**src/rtl/alarm_hub_pkg.sv**
```systemverilog
package alarm_hub_pkg;
  localparam int REG_STATUS = 249;
  localparam int REG_WALL   = 250;
  localparam int REG_ALARM  = 251;
  localparam int DEST_NULL  = 31;
  localparam int IRQ_BASE   = 4;
  localparam int STAT_W     = 8;

  typedef enum logic [1:0] {SEL_NONE, SEL_STATUS, SEL_WALL, SEL_ALARM} regsel_e;
endpackage

```
**src/rtl/wall_counter.sv**
```systemverilog
module wall_counter #(
  parameter int TW      = 64,
  parameter int STEP_NS = 4
) (
  input  logic          clk,
  input  logic          rst_n,
  output logic [TW-1:0] now
);
  localparam logic [TW-1:0] STEP = TW'(STEP_NS);

  always_ff @(posedge clk) begin
    if (!rst_n) now <= '0;
    else        now <= now + STEP;
  end
endmodule

```
**src/rtl/alarm_unit.sv**
```systemverilog
module alarm_unit #(
  parameter int TW = 64
) (
  input  logic          clk,
  input  logic          rst_n,
  input  logic [TW-1:0] now,
  input  logic          wr_en,
  input  logic [TW-1:0] wdata,
  output logic [TW-1:0] deadline,
  output logic          fire
);
  logic armed;

  always_comb fire = armed && (now >= deadline);

  always_ff @(posedge clk) begin
    if (!rst_n) begin
      armed    <= 1'b0;
      deadline <= '0;
    end else if (wr_en) begin
      if (wdata != '0) begin
        deadline <= wdata;
        armed    <= 1'b1;
      end else begin
        armed    <= 1'b0;
      end
    end else if (fire) begin
      armed <= 1'b0;
    end
  end
endmodule

```
**src/rtl/alarm_status.sv**
```systemverilog
module alarm_status
  import alarm_hub_pkg::*;
#(
  parameter int NCPU = 4
) (
  input  logic              clk,
  input  logic              rst_n,
  input  logic [NCPU-1:0]   fire,
  input  logic              clr_en,
  input  logic [STAT_W-1:0] clr_mask,
  output logic [STAT_W-1:0] status,
  output logic [NCPU-1:0]   irq
);
  always_ff @(posedge clk) begin
    if (!rst_n) status <= '0;
    else begin
      for (int i = 0; i < NCPU; i++) begin
        if (fire[i])
          status[IRQ_BASE+i] <= 1'b1;
        else if (clr_en && clr_mask[IRQ_BASE+i])
          status[IRQ_BASE+i] <= 1'b0;
      end
    end
  end

  generate
    for (genvar u = 0; u < STAT_W; u++) begin : g_unused
      if (u < IRQ_BASE || u >= IRQ_BASE + NCPU) begin : g_zero
        initial status[u] = 1'b0;
      end
    end
  endgenerate

  assign irq = status[IRQ_BASE +: NCPU];
endmodule

```
**src/rtl/alarm_timer_hub.sv**
```systemverilog
module alarm_timer_hub
  import alarm_hub_pkg::*;
#(
  parameter int NCPU    = 4,
  parameter int TW      = 64,
  parameter int RW      = 8,
  parameter int STEP_NS = 4
) (
  input  logic            clk,
  input  logic            rst_n,
  input  logic            acc_valid,
  input  logic            acc_write,
  input  logic [1:0]      acc_cpu,
  input  logic [RW-1:0]   acc_regno,
  input  logic [4:0]      acc_dest,
  input  logic [TW-1:0]   acc_wdata,
  output logic            rd_valid,
  output logic [TW-1:0]   rd_data,
  output logic [NCPU-1:0] timer_irq
);
  logic [TW-1:0]     now;
  logic [NCPU-1:0]   fire;
  logic [NCPU-1:0]   wr_alarm;
  logic [TW-1:0]     deadline [NCPU];
  logic [STAT_W-1:0] status;
  regsel_e           sel;
  logic              clr_en;

  always_comb begin
    unique case (int'(acc_regno))
      REG_STATUS: sel = SEL_STATUS;
      REG_WALL:   sel = SEL_WALL;
      REG_ALARM:  sel = SEL_ALARM;
      default:    sel = SEL_NONE;
    endcase
  end

  assign clr_en = acc_valid && acc_write && (sel == SEL_STATUS);

  wall_counter #(.TW(TW), .STEP_NS(STEP_NS)) u_wall (
    .clk(clk), .rst_n(rst_n), .now(now)
  );

  generate
    for (genvar c = 0; c < NCPU; c++) begin : g_cpu
      assign wr_alarm[c] = acc_valid && acc_write && (sel == SEL_ALARM) &&
                           (int'(acc_cpu) == c);
      alarm_unit #(.TW(TW)) u_alarm (
        .clk(clk), .rst_n(rst_n), .now(now),
        .wr_en(wr_alarm[c]), .wdata(acc_wdata),
        .deadline(deadline[c]), .fire(fire[c])
      );
    end
  endgenerate

  alarm_status #(.NCPU(NCPU)) u_status (
    .clk(clk), .rst_n(rst_n), .fire(fire),
    .clr_en(clr_en), .clr_mask(acc_wdata[STAT_W-1:0]),
    .status(status), .irq(timer_irq)
  );

  logic [TW-1:0] rd_mux;
  always_comb begin
    rd_mux = '0;
    case (sel)
      SEL_STATUS: rd_mux = TW'(status);
      SEL_WALL:   rd_mux = now;
      SEL_ALARM:  if (int'(acc_cpu) < NCPU) rd_mux = deadline[acc_cpu];
      default:    rd_mux = '0;
    endcase
  end

  always_ff @(posedge clk) begin
    if (!rst_n) begin
      rd_valid <= 1'b0;
      rd_data  <= '0;
    end else begin
      rd_valid <= acc_valid && !acc_write && (int'(acc_dest) != DEST_NULL);
      if (acc_valid && !acc_write && (int'(acc_dest) != DEST_NULL))
        rd_data <= rd_mux;
    end
  end
endmodule

```
**config.mk**
```make
export PLATFORM = sky130hd
export DESIGN_NAME = alarm_timer_hub
export DESIGN_NICKNAME = d
export VERILOG_FILES = /design/src/rtl/alarm_hub_pkg.sv /design/src/rtl/wall_counter.sv /design/src/rtl/alarm_unit.sv /design/src/rtl/alarm_status.sv /design/src/rtl/alarm_timer_hub.sv
export SDC_FILE = /design/constraint.sdc
export NUM_CORES = 1
export LEC_CHECK = 0
export ABC_CLOCK_PERIOD_IN_PS = 8500
export BUFFER_PORTS_ARGS = -buffer_cell sky130_fd_sc_hd__buf_4
export CORE_ASPECT_RATIO = 0.7
export CORE_UTILIZATION = 35
export CTS_CLUSTER_DIAMETER = 100
export DETAILED_ROUTE_END_ITERATION = 10
export PLACE_DENSITY_LB_ADDON = 0.05
export SYNTH_ARGS = -nofsm -noshare
export SYNTH_HDL_FRONTEND = slang
export SYNTH_SLANG_ARGS = --single-unit
```
**constraint.sdc**
```tcl
create_clock -name clk -period 8.5 [get_ports clk]
set_clock_uncertainty 0.1 [all_clocks]
set_input_delay 2.55 -clock clk [delete_from_list [all_inputs] [get_ports clk]]
set_output_delay 2.55 -clock clk [all_outputs]
set_load 0.05 [all_outputs]
```
==> flow_summary.toml, run 1 <==
[clock_network]
hold_buffers = 0
root_buffer = "clkbuf_16"
cts_buffers = 45
clk_pin_slew_ns = 0.06
cts-resized-gates = 0
cts_tree = "built"
post_cts_buffers = 0
clock_sinks = 391
htreeDepth = 2
cts_buffer_depth = 3
clkLatencyLatePin_ns = 0.59

[global_routing]
grt.met3_usage_pct = 3.37
first_global_vias = 18200
grtUsageTotal_pct = 23.6
grt_first_pass_wirelength_microns = 115000
grt_max_degree = 175
grt_overflow_total = 0
met2_usage_pct = 33.5
met1_usage_pct = 37.0
antenna_found_initial = 1
busiest_layer = "met1"

[yosys]
synth_cells = 2669
synth_mux_area_share_pct = 9.89
ys.warnings.count = 0
synth_compound_area_share_pct = 14.2
synthSimpleGateAreaFrac_pct = 17.7
synth_top_family_by_area = "simple AND/OR/NAND/NOR gates"
synthAdderAreaFrac_pct = 14.0
synth_seq_cells = 391
seq_area_frac_synth_pct = 35.2
synth_edf_count = 0
synth_area_sq_um = 22200
async_reset_ff_share_pct = 0
synth.distinct_cells = 58
synthesis.nets = 3001
synthXorXnorAreaFrac_pct = 2.09
synth-main-ff-cell = "dfxtp_1"
syn_area_per_cell_sq_um = 8.32

[placement]
place_congestion = 0.822
dp_hpwl_microns = 54100
place_area_sq_um = 24100
place_ws_ns = 2.55
port_buffers = 151

[setup_path]
r2r-end = "g_cpu[0].u_alarm.armed"
crit_path_cell_trace = "buf_4 -> nor4_1 -> nand4_1 -> nor4_1 -> nor3_2 -> buf_4 -> o31a_1"
crit_required_ns = 8.87
cpPeakStageDelay_ns = 1.06
critPathMaxFanout = 87
r2r_start = "u_wall.now[31]"
critPathLaunchType = "input pin"
critical_path_class = "in2reg"
worst_setup_path_end_kind = "flop"
critPathArrivalTime_ns = 5.79
slowest_stage = "nor4_1"
r2r_cells = 7
r2r_slack_ns = 5.01

[timing]
setup_violations = 0
relSlewSlack_pct = 14.2
whs_ns = 0.368
hold_viol = 0
clock.fmax_mhz = 184
rsz0062_at_grt = "no"
tns_ns = 0
slew_violations = 0
layout_setup_ws_ns = 3.08
period_share_pct = 63.8
worst_pin_slew_ns = 1.28
final.min_clock_period_ns = 5.42

[floorplanning]
die_area_sq_um = 64500
die_x_microns = 303
pin_count = 152
core-area_sq_um = 62100
row_count = 76
initial_core_util_pct = 35.8
die_y_microns = 213

[flow_run]
cap_violations = 0

[pwr]
ir_drop_v = 0.000118
finalPower_uw = 3980
pwr_density_cell_nw_per_um2 = 156
p_leak_uw = 0.0103

[cells_and_area]
fin_nets = 3087
postLayoutCellArea_sq_um = 25500
num_antenna_cells = 0
layout-drive-gt1-share_pct = 11.9
syn_to_final_growth_pct = 14.8

[outcome]
outcome = "completed"

[route]
dr_total_vias = 19000
wl_per_cell_microns = 21.1
postRouteAntennaNets = 0
dr.pass1.iters = 5
drc = 0
via_per_inst = 5.28
drtIter0Drc = 1179
wirelength_microns = 76100

[min_path]
hold_end = "rd_data[4]"
worst_hold_startpoint = "rd_data[4]"
hold_depth = 2
hp-class = "reg2reg"
## metrics by stage
stage,instances,util [%]
after floorplan,2669,-
after global placement,3527,38.7
after detailed placement,3527,38.7
after CTS,3606,41.1
after global routing,3606,41.1
final,3606,41.1
## worst max path at each step
stage | cells after the start | from | end
after global placement | 7 | acc_wdata[32] | g_cpu[2].u_alarm.armed
final | 7 | acc_wdata[28] | g_cpu[2].u_alarm.armed
after CTS | 7 | acc_wdata[32] | g_cpu[2].u_alarm.armed
after floorplan | 6 | acc_cpu[1] | rd_data[18]
after detailed placement | 7 | acc_wdata[32] | g_cpu[2].u_alarm.armed
after global routing | 8 | acc_wdata[28] | g_cpu[2].u_alarm.deadline[37]
## cell usage after synthesis (all sizes together) (2+ instances only)
cell | n | share of area, %
nor2 | 536 | 9.1
nor3 | 18 | 0.45
o2111ai | 2 | 0.079
and4b | 2 | 0.090
a22oi | 65 | 2.2
xnor2 | 18 | 0.71
nor2b | 3 | 0.085
mux2i | 71 | 3.2
and4 | 14 | 0.56
a221oi | 11 | 0.43
nand2 | 164 | 2.8
ha | 249 | 14
o21ai | 103 | 2.3
a211oi | 10 | 0.34
nor4 | 28 | 0.95
mux4 | 64 | 6.5
or4 | 5 | 0.17
nand4 | 50 | 1.5
mux2 | 4 | 0.20
inv | 265 | 4.5
a21o | 35 | 1.2
or3 | 12 | 0.34
xor2 | 35 | 1.4
nand4b | 2 | 0.15
a2111oi | 2 | 0.079
nand3 | 32 | 0.72
nand4bb | 2 | 0.10
or2 | 2 | 0.056
buf | 26 | 0.57
o41ai | 2 | 0.079
a41oi | 4 | 0.16
clkbuf | 107 | 1.8
o31ai | 3 | 0.10
dfxtp | 391 | 35
and3 | 16 | 0.45
o211ai | 6 | 0.20
and2 | 6 | 0.17
o311ai | 2 | 0.079
a31o | 3 | 0.12
a221o | 3 | 0.14
a21oi | 288 | 6.5
## cell type report
cell class	count	area (sq um)
fillers	6291	36600
multi-input cells	1880	12900
flip-flops and latches	391	7830
repair buffers	172	1300
clock buffers	62	1280
well taps	819	1020
inverters	265	1000
clock inverters	17	149
## flip-flops by register name (all words and copies together) (netlist names)
register                cells
u_status.status             4
rd_valid                    1
g_cpu.u_alarm.deadline    256
u_wall.now                 62
rd_data                    64
g_cpu.u_alarm.armed         4
## placed cells by master (no fill, tap or decap), types with 5 or more instances in the layout
cell type	Yosys	routed
a211oi_1	10	10
a21o_1	35	35
a21oi_1	288	288
a221oi_1	11	11
a22oi_1	65	65
and3_1	16	16
and4_1	13	13
buf_4	0	171
clkbuf_1	107	10
clkbuf_16	0	47
clkbuf_8	0	5
clkinv_2	0	10
dfxtp_1	391	391
ha_1	249	249
inv_1	265	264
mux2i_1	71	71
mux4_2	64	64
nand2_1	164	164
nand3_1	32	32
nand4_1	47	47
nor2_1	536	536
nor3_1	16	13
nor3_2	2	5
nor4_1	25	22
o211ai_1	6	6
o21ai_0	103	103
or3_1	12	12
or4_1	5	5
xnor2_1	18	18
xor2_1	35	35
## layer usage
metal,share of wire [%],routed length [microns],vias up
li1,-,-,9398
met1,53,40300,9116
met2,40,30600,446
met3,5.1,3860,87
met4,1.8,1360,2
met5,0.011,8,-
## kinds of logic after synthesis
family	count (synthesis)
xor gates and xnor gates	53
buffers and inverters	398
muxes	139
and+or+nand+nor	895
DFF	391
adders and majority gates	249
AOI/OAI and AO/OA	544
## where the power goes
group	leakage [uW]	switching (uW)	total, uW	internal (uW)
clock network	0.000699	835	1950	1110
registers	0.00315	4.19	1840	1830
logic	0.00645	132	190	58.4
## worst max-delay path: cells and delay by family
kind | cells | cell delay, ns
simple gates | 4 | 2.17
buf+inv | 2 | 0.62
compound gates | 1 | 0.42
Power figures use the tool's default switching activity.
==> inputs of run 2 (changes only) <==
--- a/config.mk
+++ b/config.mk
@@ -5,7 +5,7 @@
 export SDC_FILE = /design/constraint.sdc
 export NUM_CORES = 1
 export LEC_CHECK = 0
-export ABC_CLOCK_PERIOD_IN_PS = 8500
+export ABC_CLOCK_PERIOD_IN_PS = 5100
 export BUFFER_PORTS_ARGS = -buffer_cell sky130_fd_sc_hd__buf_4
 export CORE_ASPECT_RATIO = 0.7
 export CORE_UTILIZATION = 35
==> constraint.sdc (replaced) <==
create_clock -name clk -period 5.1 [get_ports clk]
set_clock_uncertainty 0.1 [all_clocks]
set_input_delay 1.53 -clock clk [delete_from_list [all_inputs] [get_ports clk]]
set_output_delay 1.53 -clock clk [all_outputs]
set_load 0.05 [all_outputs]
==> run 2 against run 1 <==
- final cell count up 0.33%
- sequential share of layout area decreased by 0.27 points
- hold slack lost 0.0090 ns
- non-clock buffer count is 9 higher
- worst setup slack worse by 1.8 ns
- via count grew 0.56%
- global-route usage decreased by 0.17 points
- register-to-register slack worse by 3.3 ns
- power is 73% higher
- combinational power increased by 68%
- sequential cell count is the same
- critical endpoint is now g_cpu[1].u_alarm.deadline[0]
- largest cell class unchanged
==> flow_summary.toml, run 2 (synthesized netlist as in run 1, its figures left out) <==
[floorplanning]
die_x_microns = 303
initial_core_util_pct = 35.8
row_count = 76
pin_count = 152
die_area_sq_um = 64500
die_y_microns = 213
core-area_sq_um = 62100

[clock_network]
clkLatencyLatePin_ns = 0.59
cts-resized-gates = 0
cts_buffers = 46
htreeDepth = 2
cts_tree = "built"
clock_sinks = 391
hold_buffers = 0
cts_buffer_depth = 3
post_cts_buffers = 0
root_buffer = "clkbuf_16"
clk_pin_slew_ns = 0.06

[global_routing]
grt_first_pass_wirelength_microns = 114000
first_global_vias = 18200
grt_overflow_total = 0
grtUsageTotal_pct = 23.5
grt_max_degree = 168
antenna_found_initial = 1

[setup_path]
worst_setup_path_end_kind = "flop"
r2r-end = "u_status.status[4]"
crit_end = "g_cpu[1].u_alarm.deadline[0]"
critical_path_class = "in2reg"
critPathLaunchType = "input pin"
r2r_start = "u_wall.now[31]"
critPathArrivalTime_ns = 4.15
startpoint = "acc_regno[2]"
critPathMaxFanout = 70
r2r_slack_ns = 1.70
r2r_cells = 7
crit_required_ns = 5.45

[route]
wl_per_cell_microns = 20.9
wirelength_microns = 75700
via_per_inst = 5.29
drtIter0Drc = 1474
dr_total_vias = 19200
postRouteAntennaNets = 0
dr.pass1.iters = 7
drc = 0

[flow_run]
cap_violations = 0

[placement]
place_ws_ns = 0.723
dp_hpwl_microns = 53400
port_buffers = 151
placed_cells = 3536
place_area_sq_um = 24100
place_congestion = 0.829

[timing]
final.min_clock_period_ns = 3.81
rsz0062_at_grt = "no"
layout_setup_ws_ns = 1.29
period_share_pct = 74.6
slew_violations = 0
tns_ns = 0
clock.fmax_mhz = 263
relSlewSlack_pct = 28.4
setup_violations = 0
hold_viol = 0
worst_pin_slew_ns = 1.07

[cells_and_area]
instances_no_fill = 3618
syn_to_final_growth_pct = 15.8
num_antenna_cells = 0
largest_reg_flops = 256
regMostFlops = "g_cpu.u_alarm.deadline"
reg.largest.list = "g_cpu.u_alarm.deadline: 256 flops, rd_data: 64 flops, u_wall.now: 62 flops"
layout-drive-gt1-share_pct = 12.4
fin_nets = 3097
final_common_cell = "nor2_1"
postLayoutCellArea_sq_um = 25700
mostFrequentLayoutCells = "nor2_1, dfxtp_1, a21oi_1, inv_1, ha_1"

[pwr]
pwr_density_cell_nw_per_um2 = 268
finalPower_uw = 6880
p_leak_uw = 0.0104
ir_drop_v = 0.000179

[outcome]
outcome = "completed"

[min_path]
hp-class = "reg2reg"
==> run 2: worst min-delay path by stage <==
stage	startpoint	end	cells past startpoint
final	rd_data[7]	rd_data[7]	2
after global routing	rd_data[6]	rd_data[6]	2
after CTS	rd_data[7]	rd_data[7]	2
after detailed placement	rd_data[7]	rd_data[7]	2
after global placement	rd_data[7]	rd_data[7]	2
after floorplan	g_cpu[0].u_alarm.armed	u_status.status[4]	1
==> run 2: critical path, stage by stage <==
cell      delay [ns]
buf_4           0.10
nand4b_1        0.15
nor2_1          0.44
nand4_1         0.45
nor4_2          0.37
buf_4           0.71
mux2i_1         0.27
nor2_1          0.06
==> run 2: stage by stage <==
step	utilization [%]	hold WS, ns
after floorplan	-	0.354
after global placement	38.9	0.350
after detailed placement	38.9	0.354
after CTS	41.4	0.362
after global routing	41.4	0.385
final	41.4	0.359
==> run 2: area by class of cell <==
cell class	count	area, sq um
well taps	819	1020
clock buffers	63	1350
flip-flops and latches	391	7830
fillers	6202	36400
repair buffers	181	1380
inverters	265	1000
clock inverters	19	229
multi-input cells	1880	12900
==> run 2: metal layers <==
metal	part of all wire, %	GRT usage, %
met4	1.7	5.16
met3	5.9	3.16
met1	53	37.1
met2	40	32.9
met5	0.016	0
==> run 2: report_power, final <==
part	total [uW]	internal [uW]	switching (uW)
Clock	3500	2100	1400
Sequential	3060	3060	6.68
Combinational	320	99.0	221
Total	6880	5250	1630
==> inputs of run 3 (changes only) <==
--- a/config.mk
+++ b/config.mk
@@ -5,7 +5,7 @@
 export SDC_FILE = /design/constraint.sdc
 export NUM_CORES = 1
 export LEC_CHECK = 0
-export ABC_CLOCK_PERIOD_IN_PS = 5100
+export ABC_CLOCK_PERIOD_IN_PS = 3900
 export BUFFER_PORTS_ARGS = -buffer_cell sky130_fd_sc_hd__buf_4
 export CORE_ASPECT_RATIO = 0.7
 export CORE_UTILIZATION = 35
==> constraint.sdc (replaced) <==
create_clock -name clk -period 3.9 [get_ports clk]
set_clock_uncertainty 0.1 [all_clocks]
set_input_delay 1.17 -clock clk [delete_from_list [all_inputs] [get_ports clk]]
set_output_delay 1.17 -clock clk [all_outputs]
set_load 0.05 [all_outputs]
==> run 3 against run 2 <==
- die area stayed put
- clock-buffer cell count is 2 higher
- final cell count is 0.61% higher
- via count is 0.23% higher
- sequential power is 31% higher
- largest cell class unchanged
- largest power group unchanged
- highest routed layer unchanged
==> flow_summary.toml, run 3 (synthesized netlist as in run 1, its figures left out) <==
[global_routing]
grt_first_pass_wirelength_microns = 116000
grtUsageTotal_pct = 23.8
first_global_vias = 18500
grt_max_degree = 112
grt_overflow_total = 0
antenna_found_initial = 2

[timing]
period_share_pct = 81.9
setup_violations = 0
worst_pin_slew_ns = 0.913
final.min_clock_period_ns = 3.19
tns_ns = 0
rsz0062_at_grt = "no"
layout_setup_ws_ns = 0.707
slew_violations = 0
hold_viol = 0
clock.fmax_mhz = 313
relSlewSlack_pct = 38.6

[setup_path]
worst_setup_path_end_kind = "flop"
crit_required_ns = 4.24
critPathLaunchType = "input pin"
critPathMaxFanout = 52
r2r_start = "u_wall.now[57]"
critPathArrivalTime_ns = 3.53
startpoint = "acc_wdata[32]"
critical_path_class = "in2reg"

[outcome]
outcome = "completed"

[min_path]
hp-class = "reg2reg"
worst_hold_startpoint = "rd_data[4]"

[cells_and_area]
layout-drive-gt1-share_pct = 13.0
postLayoutCoreUtil_pct = 42.0
regMostFlops = "g_cpu.u_alarm.deadline"
postLayoutCellArea_sq_um = 26100
mostFrequentLayoutCells = "nor2_1, dfxtp_1, a21oi_1, inv_1, ha_1"
largest_reg_flops = 256
reg.largest.list = "g_cpu.u_alarm.deadline: 256 flops, rd_data: 64 flops, u_wall.now: 62 flops"
nFillCells = 6209
fin_nets = 3120
syn_to_final_growth_pct = 17.4
final_common_cell = "nor2_1"

[clock_network]
htreeDepth = 2
cts_tree = "built"
cts_buffer_depth = 3
cts-resized-gates = 0
cts_buffers = 43
clkLatencyLatePin_ns = 0.58
hold_buffers = 0
post_cts_buffers = 0
root_buffer = "clkbuf_16"
clock_sinks = 391
clk_pin_slew_ns = 0.06

[floorplanning]
die_area_sq_um = 64500
die_y_microns = 213
pin_count = 152
core-area_sq_um = 62100
initial_core_util_pct = 35.8
die_x_microns = 303
row_count = 76

[placement]
place_congestion = 0.835
port_buffers = 151
place_area_sq_um = 24500
place_ws_ns = 0.109
dp_hpwl_microns = 55200

[flow_run]
cap_violations = 0

[route]
drtIter0Drc = 1451
postRouteAntennaNets = 0
wirelength_microns = 76500
via_per_inst = 5.27
dr_total_vias = 19200
wl_per_cell_microns = 21.0
dr.pass1.iters = 5
drc = 0

[pwr]
pwr_density_cell_nw_per_um2 = 344
p_leak_uw = 0.0106
finalPower_uw = 8960
ir_drop_v = 0.000228
[run 3: report_power, final]
part / total [uW] / internal [uW] / switching, uW
clock network: 4520 / 2740 / 1780
logic: 428 / 142 / 286
registers: 4000 / 4000 / 8.74
total: 8960 / 6880 / 2080
[run 3: cell type report]
class	count	area, sq um	area share [%]
diodes	1	2.50	0.00960
clock buffers	65	1330	5.11
repair buffers	207	1770	6.78
clock inverters	12	210	0.806
multi-input cells	1880	12900	49.5
well taps	819	1020	3.93
flip-flops and latches	391	7830	30.0
inverters	265	1000	3.84
[run 3: worst paths after layout]
check,slack (ns),cells after the start,to
min reg2reg,0.37,2,rd_data[4]
min,0.37,2,rd_data[4]
max,0.71,10,g_cpu[0].u_alarm.deadline[62]
max reg2reg,0.73,9,u_status.status[7]
[run 3: worst max-delay path, stage by stage]
cell and delay [ns]:
buf_4 0.14, nor4_1 0.73, nand4_1 0.31, buf_4 0.22, nor4_1 0.17, buf_4 0.19
nor4_2 0.09, buf_12 0.22, a21oi_1 0.19, nor2_1 0.06
[run 3: layer usage]
layer | up-vias | GRT usage (%) | wire, microns
met5 | - | 0 | 12
met4 | 2 | 5.41 | 1360
met3 | 82 | 3.42 | 4360
met2 | 468 | 33.6 | 30500
met1 | 9179 | 37.4 | 40300
li1 | 9469 | - | -
[run 3: per-stage QoR]
| stage | hold WS (ns) | instances |
|---|---|---|
| after detailed placement | 0.366 | 3562 |
| after global placement | 0.363 | 3562 |
| after global routing | 0.390 | 3639 |
| after CTS | 0.380 | 3639 |
| final | 0.370 | 3640 |
| after floorplan | 0.354 | 2669 |
